`src/rtl/pwm_trigbank_pkg.sv`:
```
package pwm_trigbank_pkg;

    localparam int DATA_W      = 32;
    localparam int CNT_W       = 24;
    localparam int PS_W        = 3;
    localparam int PS_STRIDE   = 4;
    localparam int POL_LANE    = 8;
    localparam int TYPE_LANE   = 16;
    localparam int SMOOTH_LANE = 24;

    localparam int ADDR_CTRL    = 0;
    localparam int ADDR_PRESC   = 1;
    localparam int ADDR_CH_BASE = 2;

    localparam int MIN_PERIOD = 2;

    typedef struct packed {
        logic [PS_W-1:0]  presc;
        logic [CNT_W-1:0] period;
        logic [CNT_W-1:0] duty;
        logic             pol;
    } chan_cfg_t;

    typedef enum logic [1:0] {
        CM_IDLE,
        CM_IMM,
        CM_SMOOTH
    } commit_mode_e;

    function automatic logic [CNT_W-1:0] eff_period(input logic [CNT_W-1:0] p);
        return (p < CNT_W'(MIN_PERIOD)) ? CNT_W'(MIN_PERIOD) : p;
    endfunction

endpackage

```
`src/rtl/pwm_regfile.sv`:
```
module pwm_regfile
    import pwm_trigbank_pkg::*;
#(
    parameter int NUM_CH = 6,
    parameter int ADDR_W = 4
) (
    input  logic                clk,
    input  logic                rst,
    input  logic                wr_en,
    input  logic                rd_en,
    input  logic [ADDR_W-1:0]   addr,
    input  logic [DATA_W-1:0]   wr_data,
    output logic [DATA_W-1:0]   rd_data,
    output logic [NUM_CH-1:0]   trig_o,
    output logic [NUM_CH-1:0]   smooth_o,
    output logic [NUM_CH-1:0]   pol_o,
    output logic [PS_W-1:0]     presc_o  [NUM_CH],
    output logic [CNT_W-1:0]    period_o [NUM_CH],
    output logic [CNT_W-1:0]    duty_o   [NUM_CH]
);

    localparam int LAST_ADDR = ADDR_CH_BASE + 2 * NUM_CH - 1;

    logic [DATA_W-1:0] ctrl_q;
    logic [DATA_W-1:0] presc_q;
    logic [DATA_W-1:0] rd_next;

    always_ff @(posedge clk) begin
        if (rst) begin
            ctrl_q  <= '0;
            presc_q <= '0;
        end else if (wr_en) begin
            if (addr == ADDR_W'(ADDR_CTRL))  ctrl_q  <= wr_data;
            if (addr == ADDR_W'(ADDR_PRESC)) presc_q <= wr_data;
        end
    end

    for (genvar g = 0; g < NUM_CH; g++) begin : g_ch
        always_ff @(posedge clk) begin
            if (rst) begin
                period_o[g] <= '0;
                duty_o[g]   <= '0;
            end else if (wr_en) begin
                if (addr == ADDR_W'(ADDR_CH_BASE + 2 * g))
                    period_o[g] <= wr_data[CNT_W-1:0];
                if (addr == ADDR_W'(ADDR_CH_BASE + 2 * g + 1))
                    duty_o[g] <= wr_data[CNT_W-1:0];
            end
        end
        assign trig_o[g]   = ctrl_q[g];
        assign pol_o[g]    = ctrl_q[POL_LANE + g];
        assign smooth_o[g] = ctrl_q[SMOOTH_LANE + g];
        assign presc_o[g]  = presc_q[PS_STRIDE * g +: PS_W];
    end

    always_comb begin
        rd_next = '0;
        if (addr == ADDR_W'(ADDR_CTRL))  rd_next = ctrl_q;
        if (addr == ADDR_W'(ADDR_PRESC)) rd_next = presc_q;
        for (int i = 0; i < NUM_CH; i++) begin
            if (addr == ADDR_W'(ADDR_CH_BASE + 2 * i))
                rd_next = {{(DATA_W - CNT_W){1'b0}}, period_o[i]};
            if (addr == ADDR_W'(ADDR_CH_BASE + 2 * i + 1))
                rd_next = {{(DATA_W - CNT_W){1'b0}}, duty_o[i]};
        end
    end

    always_ff @(posedge clk) begin
        if (rst)        rd_data <= '0;
        else if (rd_en) rd_data <= rd_next;
    end

    AST_RD_UNMAPPED: assert property (@(posedge clk) disable iff (rst) (rd_en && (32'(addr) > LAST_ADDR)) |=> (rd_data == '0));
    AST_RD_HOLD: assert property (@(posedge clk) disable iff (rst) (!rd_en) |=> $stable(rd_data));

endmodule

```
`src/rtl/pwm_commit.sv`:
```
module pwm_commit
    import pwm_trigbank_pkg::*;
#(
    parameter int IMM_LAT = 4
) (
    input  logic      clk,
    input  logic      rst,
    input  logic      trig,
    input  logic      smooth,
    input  chan_cfg_t staged,
    input  logic      period_end,
    output chan_cfg_t active,
    output logic      load
);

    localparam int DLY_W = (IMM_LAT > 2) ? $clog2(IMM_LAT) : 1;

    logic         trig_q;
    logic         rise;
    chan_cfg_t    snap;
    commit_mode_e mode;
    logic [DLY_W-1:0] dly;

    assign rise = trig & ~trig_q;
    assign load = ((mode == CM_IMM) && (dly == DLY_W'(1))) ||
                  ((mode == CM_SMOOTH) && period_end);

    always_ff @(posedge clk) begin
        if (rst) begin
            trig_q <= 1'b0;
            snap   <= '0;
            mode   <= CM_IDLE;
            dly    <= '0;
            active <= '0;
        end else begin
            trig_q <= trig;
            if (rise) begin
                snap <= staged;
                mode <= smooth ? CM_SMOOTH : CM_IMM;
                dly  <= DLY_W'(IMM_LAT - 1);
            end else if (load) begin
                mode <= CM_IDLE;
            end else if (mode == CM_IMM) begin
                dly <= dly - DLY_W'(1);
            end
            if (load) active <= snap;
        end
    end

    AST_SMOOTH_WAITS: assert property (@(posedge clk) disable iff (rst) (mode == CM_SMOOTH && !period_end && !rise) |=> (mode == CM_SMOOTH));
    AST_EDGE_ARMS: assert property (@(posedge clk) disable iff (rst) rise |=> (mode != CM_IDLE));

endmodule

```
`src/rtl/pwm_wavegen.sv`:
```
module pwm_wavegen
    import pwm_trigbank_pkg::*;
(
    input  logic      clk,
    input  logic      rst,
    input  chan_cfg_t cfg,
    input  logic      load,
    input  logic      hold,
    output logic      out,
    output logic      period_end
);

    logic [PS_W-1:0]  pc;
    logic [CNT_W-1:0] tc;
    logic [CNT_W-1:0] per_eff;
    logic             presc_wrap;
    logic             level;

    assign per_eff    = eff_period(cfg.period);
    assign presc_wrap = (pc == cfg.presc);
    assign period_end = presc_wrap && (tc == per_eff - CNT_W'(1));
    assign level      = (tc < cfg.duty);
    assign out        = hold ? 1'b1 : (cfg.pol ? level : ~level);

    always_ff @(posedge clk) begin
        if (rst || load) begin
            pc <= '0;
            tc <= '0;
        end else if (presc_wrap) begin
            pc <= '0;
            tc <= period_end ? '0 : tc + CNT_W'(1);
        end else begin
            pc <= pc + PS_W'(1);
        end
    end

    AST_ACTIVE_STABLE: assert property (@(posedge clk) disable iff (rst) (!load) |=> $stable(cfg));
    AST_TICK_RANGE: assert property (@(posedge clk) disable iff (rst) (tc < per_eff) && (pc <= cfg.presc));
    AST_PERIOD_START: assert property (@(posedge clk) disable iff (rst) (tc == '0 && cfg.duty != '0 && !hold) |-> (out == cfg.pol));
    AST_ZERO_DUTY: assert property (@(posedge clk) disable iff (rst) (cfg.duty == '0 && !hold) |-> (out == !cfg.pol));

endmodule

```
`src/rtl/pwm_trigbank.sv`:
```
module pwm_trigbank
    import pwm_trigbank_pkg::*;
#(
    parameter int NUM_CH  = 6,
    parameter int ADDR_W  = 4,
    parameter int IMM_LAT = 4
) (
    input  logic              clk,
    input  logic              rst,
    input  logic              wr_en,
    input  logic              rd_en,
    input  logic [ADDR_W-1:0] addr,
    input  logic [DATA_W-1:0] wr_data,
    output logic [DATA_W-1:0] rd_data,
    output logic [NUM_CH-1:0] pwm_out
);

    // NUM_CH is at most 8: each control lane is 8 bits wide.
    logic [NUM_CH-1:0] trig_v;
    logic [NUM_CH-1:0] smooth_v;
    logic [NUM_CH-1:0] pol_v;
    logic [PS_W-1:0]   presc_a  [NUM_CH];
    logic [CNT_W-1:0]  period_a [NUM_CH];
    logic [CNT_W-1:0]  duty_a   [NUM_CH];

    pwm_regfile #(
        .NUM_CH (NUM_CH),
        .ADDR_W (ADDR_W)
    ) u_regs (
        .clk      (clk),
        .rst      (rst),
        .wr_en    (wr_en),
        .rd_en    (rd_en),
        .addr     (addr),
        .wr_data  (wr_data),
        .rd_data  (rd_data),
        .trig_o   (trig_v),
        .smooth_o (smooth_v),
        .pol_o    (pol_v),
        .presc_o  (presc_a),
        .period_o (period_a),
        .duty_o   (duty_a)
    );

    for (genvar g = 0; g < NUM_CH; g++) begin : g_chan
        chan_cfg_t staged;
        chan_cfg_t active;
        logic      load;
        logic      period_end;
        logic      hold;

        always_comb begin
            staged.presc  = presc_a[g];
            staged.period = period_a[g];
            staged.duty   = duty_a[g];
            staged.pol    = pol_v[g];
        end

        assign hold = ~trig_v[g] & ~smooth_v[g];

        pwm_commit #(
            .IMM_LAT (IMM_LAT)
        ) u_commit (
            .clk        (clk),
            .rst        (rst),
            .trig       (trig_v[g]),
            .smooth     (smooth_v[g]),
            .staged     (staged),
            .period_end (period_end),
            .active     (active),
            .load       (load)
        );

        pwm_wavegen u_wave (
            .clk        (clk),
            .rst        (rst),
            .cfg        (active),
            .load       (load),
            .hold       (hold),
            .out        (pwm_out[g]),
            .period_end (period_end)
        );
    end

endmodule

```
`config.mk`:
```
export PLATFORM = sky130hd
export DESIGN_NAME = pwm_trigbank
export DESIGN_NICKNAME = d
export VERILOG_FILES = /design/src/rtl/pwm_trigbank_pkg.sv /design/src/rtl/pwm_regfile.sv /design/src/rtl/pwm_commit.sv /design/src/rtl/pwm_wavegen.sv /design/src/rtl/pwm_trigbank.sv
export SDC_FILE = /design/constraint.sdc
export NUM_CORES = 2
export LEC_CHECK = 0
export BUFFER_PORTS_ARGS = -buffer_cell sky130_fd_sc_hd__buf_2
export CAP_MARGIN = 30
export CORE_ASPECT_RATIO = 1.25
export CORE_MARGIN = 2
export CORE_UTILIZATION = 55
export DETAILED_ROUTE_END_ITERATION = 10
export PLACE_DENSITY = 0.69
export SLEW_MARGIN = 20
export SYNTH_ARGS = -nofsm -noshare
export SYNTH_HDL_FRONTEND = slang
export SYNTH_SLANG_ARGS = --single-unit
```
`constraint.sdc`:
```
create_clock -name clk -period 12.8 [get_ports clk]
set_input_delay 1.28 -clock clk [delete_from_list [all_inputs] [get_ports clk]]
set_output_delay 1.28 -clock clk [all_outputs]
set_load 0.02 [all_outputs]
```
==> Word level (Yosys, flattened, before mapping) <==
Cells that the tools add are included.
{ "word_totals": {"output_inout_bits": 38, "ff_bits": 1200, "elab_cells": 357} }
{ "classes": {"muxes": 74, "n_reduce_logical": 69, "bitwise": 36, "n_addsub": 24, "magnitude_cmp": 12, "eq_ne": 49} }
{ "ops": {"columns": ["operator", "count"], "rows": [
  ["$mux W32", 14],
  ["$mux W24", 12],
  ["$add A24 B1 Y24 const B", 6],
  ["$eq A24 B24 Y1", 6],
  ["$lt A24 B2 Y1 const B", 6],
  ["$lt A24 B24 Y1", 6],
  ["$sub A24 B1 Y24 const B", 6],
  ["$mux W2", 36],
  ["$reduce_and A2 Y1", 20],
  ["$eq A2 B1 Y1 const B", 12],
  ["$eq A4 B4 Y1 const B", 6],
  ["$not A1 Y1", 24],
  ["$reduce_bool A2 Y1", 12],
  ["$add A3 B1 Y3 const B", 6],
  ["$eq A3 B3 Y1", 6],
  ["$logic_and A1 B1 Y1", 18],
  ["$eq A4 B3 Y1 const B", 4],
  ["$and A1 B1 Y1", 12],
  ["$eq A2 B2 Y1 const B", 6],
  ["$logic_or A1 B1 Y1", 12],
  ["$mux W1", 12],
  ["$ne A2 B2 Y1 const B", 6],
  ["$reduce_or A2 Y1", 6],
  ["$sub A2 B1 Y2 const B", 6],
  ["3 further kinds", 4]
]} }

==> Logic depth before layout (Yosys ltp) <==
{ "logic_depth": {"ltp_word": 15, "mapped_depth": 18, "depth_no_buf": 14} }

==> Hierarchy <==
A second synthesis with hierarchy kept.
{ "unflattened": {"cells_unflattened": 7282, "area_unflattened_um2": 61397.6} }
{ "modules_own_cells": {"columns": ["mod", "cells_each", "area_each_um2", "seq_area_each_um2", "n_inst"], "rows": [
  ["pwm_commit", 478, 4461.8, 2182.1, 6],
  ["pwm_regfile", 2194, 17125.2, 7687.4, 1],
  ["pwm_wavegen (g_chan[0].u_wave ...)", 375, 2969.1, 540.5, 5],
  ["pwm_wavegen (g_chan[5].u_wave)", 339, 2633.8, 540.5, 1],
  ["pwm_trigbank", 6, 22.5, 0.0, 1]
]} }

==> Worst setup path before layout <==
OpenSTA, ideal clock, no wires.
{ "synth_path": {"path_type": "register -> register", "startpoint": "reg, netlist name g_chan[0].u_commit.active[43]", "endpoint": "reg, netlist name g_chan[0].u_commit.active[29]", "required_ns": 12.683, "setup_time_ns": 0.117, "t_arrival_ns": 4.332, "path_stages_with_launch": 16, "slack_ns": 8.352, "period_less_slack_ns": 4.448, "n_path_buf": 1, "path_cell_list": "dfxtp_1 -> or4_1 -> or3_1 -> nor4_1 -> nand2b_1 -> ha_1 -> nor3b_2 -> nand4_1 -> nor3_1 -> xnor2_1 -> nand4_1 -> or4_1 -> a2111oi_4 -> a21oi_2 -> clkbuf_1 -> a22o_1"} }
{ "synth_via": {"elab_chain_cells": 7} }
{ "synth_rtl": {"columns": ["element", "line_no", "rtl"], "rows": [
  ["$lt A24 B2 Y1", "pwm_trigbank_pkg.sv:31", "return (p < CNT_W'(MIN_PERIOD)) ? CNT_W'(MIN_PERIOD) : p;"],
  ["$mux W24 *", "pwm_trigbank_pkg.sv:31", null],
  ["$sub A24 B1 Y24 *", "pwm_wavegen.sv:21", "assign period_end = presc_wrap && (tc == per_eff - CNT_W'(1));"],
  ["$eq A24 B24 Y1 *", "pwm_wavegen.sv:21", null],
  ["$logic_and A1 B1 Y1 *", "pwm_wavegen.sv:21", null],
  ["$logic_and A1 B1 Y1 *", "pwm_commit.sv:26", "((mode == CM_SMOOTH) && period_end);"],
  ["$logic_or A1 B1 Y1 *", "pwm_commit.sv:25", "assign load = ((mode == CM_IMM) && (dly == DLY_W'(1))) ||"]
]} }
Every way passes the cells marked *; elsewhere a longest branch is shown, timed or not.
A chain may end at the register's enable or synchronous reset.

==> Worst setup path after layout <==
{ "layout_path": {"startpoint": "reg, netlist name g_chan[2].u_commit.active[28]", "endpoint": "reg, netlist name g_chan[2].u_commit.active[37]"} }
{ "layout_via": {"elab_chain_cells": 7} }
{ "layout_rtl": {"columns": ["element", "line_no"], "rows": [
  ["$lt A24 B2 Y1", "pwm_trigbank_pkg.sv:31"],
  ["$mux W24 *", "pwm_trigbank_pkg.sv:31"],
  ["$sub A24 B1 Y24 *", "pwm_wavegen.sv:21"],
  ["$eq A24 B24 Y1 *", "pwm_wavegen.sv:21"],
  ["$logic_and A1 B1 Y1 *", "pwm_wavegen.sv:21"],
  ["$logic_and A1 B1 Y1 *", "pwm_commit.sv:26"],
  ["$logic_or A1 B1 Y1 *", "pwm_commit.sv:25"]
]} }
Marks and branches as above.

==> impl_table.tex <==
\begin{tabular}{lr}
\hline
Metric & Value \\
\hline
\multicolumn{2}{l}{\textbf{Timing}} \\
Headroom to the max-slew limit & 0.214 \\
Setup violators final & 0 \\
Total count of max-transition violations in the final report & 0 \\
RSZ-0062 raised after global routing & no \\
Slew @ Worst Pin & approximately 1.2 ns \\
Clock period minus final worst setup slack & slightly above 6 ns \\
Final sum of negative setup slack & 0 ns \\
Layout Skew & $\sim$0.036 ns \\
Hold Vio Cnt, Final & 0 \\
Max Freq & 0.164 GHz \\
Final cycle utilization of the critical path & 0.478 \\
\multicolumn{2}{l}{\textbf{Clock network}} \\
Number of buffers on the longest clock path & 3 \\
Root Buffer & sky130\_fd\_sc\_hd\_\_clkbuf\_16 \\
Total clock sinks & 1200 \\
Clock slew seen by the registers of the worst setup and hold paths & 0.07 ns \\
Setup Fix Bufs, Post-CTS & 0 \\
Level count of the clock H-tree & 3 \\
Number of instances resized during post-cts repair & 0 \\
Clock tree from TritonCTS & yes \\
Clock latency on the worst-skew pair & 0.74 ns \\
Number of hold buffers added after cts & 0 \\
Total CTS buffers & 117 \\
\multicolumn{2}{l}{\textbf{Yosys}} \\
Post-Syn Area per Cell & 8.09 sq um \\
EDFF count, synth & 0 \\
Share of async-settable or async-resettable flops after synthesis & 0 \\
Number of distinct library cells after synthesis & 99 \\
Proportion of synthesized chip area in sequential cells & 0.440 \\
YS warnings & 0 \\
Largest cells by area after synthesis & sky130\_fd\_sc\_hd\_\_dfxtp\_1 44\%, sky130\_fd\_sc\_hd\_\_nand2\_1 10\%, sky130\_fd\_sc\_hd\_\_a21oi\_1 8.0\%, sky130\_fd\_sc\_hd\_\_ha\_1 3.7\%, sky130\_fd\_sc\_hd\_\_nor2\_1 3.6\% \\
Post-synth net total & 6949 \\
Compound-cell area share of the yosys netlist & 0.165 \\
Yosys reg bits & 1200 \\
Post-Synth Simple-Gate Area & 0.225 \\
Flip-flop cell with the highest count after synthesis & sky130\_fd\_sc\_hd\_\_dfxtp\_1 \\
Synth Area in XOR/XNOR & 0.0511 \\
Synthesized netlist cell count & 6747 \\
Share of the synthesized area in the top cell type & 0.440 \\
Cell taking the most area after synthesis & sky130\_fd\_sc\_hd\_\_dfxtp\_1 \\
Adder-cell share of the synthesized area & 0.0371 \\
Syn Std Cell Area & 54600 sq um \\
Main combinational cell family by area after synthesis & simple AND/OR/NAND/NOR gates \\
Multiplexer area fraction after synthesis & 0.0339 \\
\multicolumn{2}{l}{\textbf{Critical path}} \\
RR Endpoint & g\_chan[2].u\_commit.active[37] \\
Worst EP required & 13.39 ns \\
Crit start category & flop \\
Type of element capturing the critical path & flop \\
Largest fanout on the critical path & just under 50 \\
Arrival time at the worst endpoint & around 6.7 ns \\
Logic depth of the worst register-to-register path & 14 \\
Startpoint-to-endpoint class of the critical path & flop to flop \\
CP Launch Point & g\_chan[2].u\_commit.active[28] \\
Register-to-register setup slack & 6.69 ns \\
Reg2reg start & g\_chan[2].u\_commit.active[28] \\
\multicolumn{2}{l}{\textbf{Detailed routing}} \\
Total iterations of the first detailed-routing run & 9 \\
WL/cell & around 22 um \\
Routed wire length & 175 mm \\
Via count & 47900 \\
Post-detailed-route DRC marker count & 0 \\
Vias per std cell & 5.99 \\
Final antenna-violating net count & 0 \\
Violation count after the first detailed-route iteration & 5052 \\
\multicolumn{2}{l}{\textbf{Pwr}} \\
Pwr per Cell Area & 131 nW/um\^{}2 \\
Static leakage & 21.1 nW \\
Peak supply drop & 0.000106 V \\
\multicolumn{2}{l}{\textbf{Placement}} \\
Half-perimeter wire length after detailed placement & 123 mm \\
Last weighted congestion value of the routability-driven placer & 0.949 \\
Placed instance count & 7752 \\
Port Buffers & 77 \\
\multicolumn{2}{l}{\textbf{Global routing}} \\
Largest net degree at the start of global routing & 200 \\
First-pass GRT wire length & 267 mm \\
Total overflow reported by the global router & 0 \\
Initial antenna violation count & 17 \\
Number of global-route vias before repair & 43800 \\
Total track usage & 0.336 \\
\multicolumn{2}{l}{\textbf{Worst hold path}} \\
Type of the tightest min-delay check & flop to flop \\
Worst Hold End & g\_chan[0].u\_commit.snap[42] \\
Hold path cells & 2 \\
Startpoint of the most critical hold path & g\_chan[0].u\_commit.snap[42] \\
\multicolumn{2}{l}{\textbf{Final layout}} \\
Layout overhead on the synthesized area & 9.31\% \\
Most common cell after layout, fill and taps aside & sky130\_fd\_sc\_hd\_\_nand2\_1 \\
Final cell utilization of the core & 0.604 \\
Share of final-layout standard cells stronger than drive strength 1 & 0.0673 \\
Most frequent cells in the layout & 1526 x sky130\_fd\_sc\_hd\_\_nand2\_1, 1200 x sky130\_fd\_sc\_hd\_\_dfxtp\_1, 875 x sky130\_fd\_sc\_hd\_\_a21oi\_1 \\
Filler-free cell count of the finished design & 7988 \\
Final net count & 6773 \\
\multicolumn{2}{l}{\textbf{Outcome}} \\
Result of the run & complete, no violations \\
\multicolumn{2}{l}{\textbf{Die}} \\
Die W & 286 um \\
Placeable core region & 98800 sq um \\
I/O pins & 78 \\
Row count & approximately 130 \\
Effective utilization at floorplan & 0.553 \\
Die footprint & 102000 sq um \\
Die Y-Extent & 356 um \\
\multicolumn{2}{l}{\textbf{Run}} \\
Reported max-cap violation count & 0 \\
\hline
\end{tabular}
-- report_power, final --
| part | switching, mW | leakage [nW] | internal (mW) |
|---|---|---|---|
| logic | 0.264 | 9.49 | 0.0955 |
| clock network | 1.54 | 1.98 | 2.11 |
| registers | 0.0435 | 9.67 | 3.76 |
| total | 1.85 | 21.1 | 5.96 |
-- through the flow --
step	instance area (sq um)	power, mW	setup WS [ns]	hold WS [ns]
6_report	59700	7.81	6.69	0.453
5_1_grt	59700	8.02	6.18	0.465
4_1_cts	59500	7.83	6.70	0.453
3_5_place_dp	55400	4.23	6.76	0.443
3_3_place_gp	55300	4.23	6.87	0.439
2_1_floorplan	54600	4.10	8.35	0.428
-- worst max-delay path, cell delays in order, from the launching register on --
cell and delay (ns):
sky130_fd_sc_hd__dfxtp_1 0.40, sky130_fd_sc_hd__nor4_4 0.53, sky130_fd_sc_hd__nand3_1 0.36, sky130_fd_sc_hd__o41ai_1 0.59, sky130_fd_sc_hd__ha_1 0.26, sky130_fd_sc_hd__nor2b_1 0.52
sky130_fd_sc_hd__nand2_1 0.22, sky130_fd_sc_hd__o31a_1 0.29, sky130_fd_sc_hd__o32a_1 0.34, sky130_fd_sc_hd__a22oi_1 0.20, sky130_fd_sc_hd__nand4_1 0.29, sky130_fd_sc_hd__o41ai_4 0.77
sky130_fd_sc_hd__buf_4 0.76, sky130_fd_sc_hd__mux2i_1 0.29, sky130_fd_sc_hd__nor2_1 0.06
-- final cells by class --
type                       count  area [sq um]
timing repair buffer         147          1070
fill                        8840         39100
clock buffer                 166          3380
antenna                       11          27.5
clock inverter                49           679
multi-input combinational   4914         28200
tap                         1310          1640
inverter                     191           717
sequential                  1200         24000
-- registers in the layout (all words and copies together) (netlist names) --
signal and flops:
g_chan.u_commit.active 312, g_chan.u_commit.snap 312, g_chan.u_wave.tc 144, u_regs.duty_o 144
u_regs.period_o 144, u_regs.ctrl_q 32, u_regs.presc_q 32, u_regs.rd_data 32
g_chan.u_wave.pc 18, g_chan.u_commit.dly 12, g_chan.u_commit.mode 12, g_chan.u_commit.trig_q 6
-- per-layer routing --
layer | global-route usage | part of all wire | up-vias
met5 | 0.00417 | 0.0010 | -
met4 | 0.208 | 0.068 | 20
met3 | 0.0592 | 0.078 | 556
met2 | 0.512 | 0.44 | 1896
met1 | 0.443 | 0.42 | 22700
li1 | - | - | 22700
-- Yosys cell counts, types with 15 or more instances --
| cell type | count |
|---|---|
| sky130_fd_sc_hd__a211oi_1 | 31 |
| sky130_fd_sc_hd__a21o_1 | 65 |
| sky130_fd_sc_hd__a21oi_1 | 875 |
| sky130_fd_sc_hd__a221oi_1 | 40 |
| sky130_fd_sc_hd__a22o_1 | 118 |
| sky130_fd_sc_hd__a22oi_1 | 43 |
| sky130_fd_sc_hd__a31oi_1 | 24 |
| sky130_fd_sc_hd__and3_1 | 52 |
| sky130_fd_sc_hd__buf_2 | 23 |
| sky130_fd_sc_hd__buf_4 | 19 |
| sky130_fd_sc_hd__buf_6 | 18 |
| sky130_fd_sc_hd__clkbuf_1 | 368 |
| sky130_fd_sc_hd__dfxtp_1 | 1200 |
| sky130_fd_sc_hd__ha_1 | 162 |
| sky130_fd_sc_hd__inv_1 | 189 |
| sky130_fd_sc_hd__mux2i_1 | 168 |
| sky130_fd_sc_hd__nand2_1 | 1526 |
| sky130_fd_sc_hd__nand2b_1 | 56 |
| sky130_fd_sc_hd__nand3_1 | 106 |
| sky130_fd_sc_hd__nand4_1 | 69 |
| sky130_fd_sc_hd__nor2_1 | 527 |
| sky130_fd_sc_hd__nor2b_1 | 65 |
| sky130_fd_sc_hd__nor3_1 | 67 |
| sky130_fd_sc_hd__nor4_1 | 53 |
| sky130_fd_sc_hd__o211ai_1 | 15 |
| sky130_fd_sc_hd__o21ai_0 | 102 |
| sky130_fd_sc_hd__o21ai_1 | 58 |
| sky130_fd_sc_hd__o221ai_1 | 15 |
| sky130_fd_sc_hd__or3_1 | 62 |
| sky130_fd_sc_hd__or3b_2 | 29 |
| sky130_fd_sc_hd__or4_1 | 17 |
| sky130_fd_sc_hd__xnor2_1 | 170 |
| sky130_fd_sc_hd__xor2_1 | 146 |
-- how the worst max path moves through the flow --
stage	slack (ns)	cells past startpoint	end
after floorplan	8.35	15	g_chan[0].u_commit.active[29]
after global placement	6.87	14	g_chan[2].u_commit.active[31]
after detailed placement	6.76	14	g_chan[2].u_commit.active[37]
after CTS	6.70	14	g_chan[2].u_commit.active[37]
after global routing	6.18	14	g_chan[2].u_commit.active[43]
final	6.69	14	g_chan[2].u_commit.active[37]
-- kinds of logic (layout without fill, tap and decap cells) --
logic type	count (synthesis)	after routing
DFF	1200	1200
xor gates and xnor gates	317	317
other	0	11
muxes	180	180
adders and majority gates	162	162
and+or+nand+nor	2756	2756
buffers and inverters	633	553
AOI/OAI and AO/OA	1499	1499
Note: power is estimated with default switching activity, not from simulation.
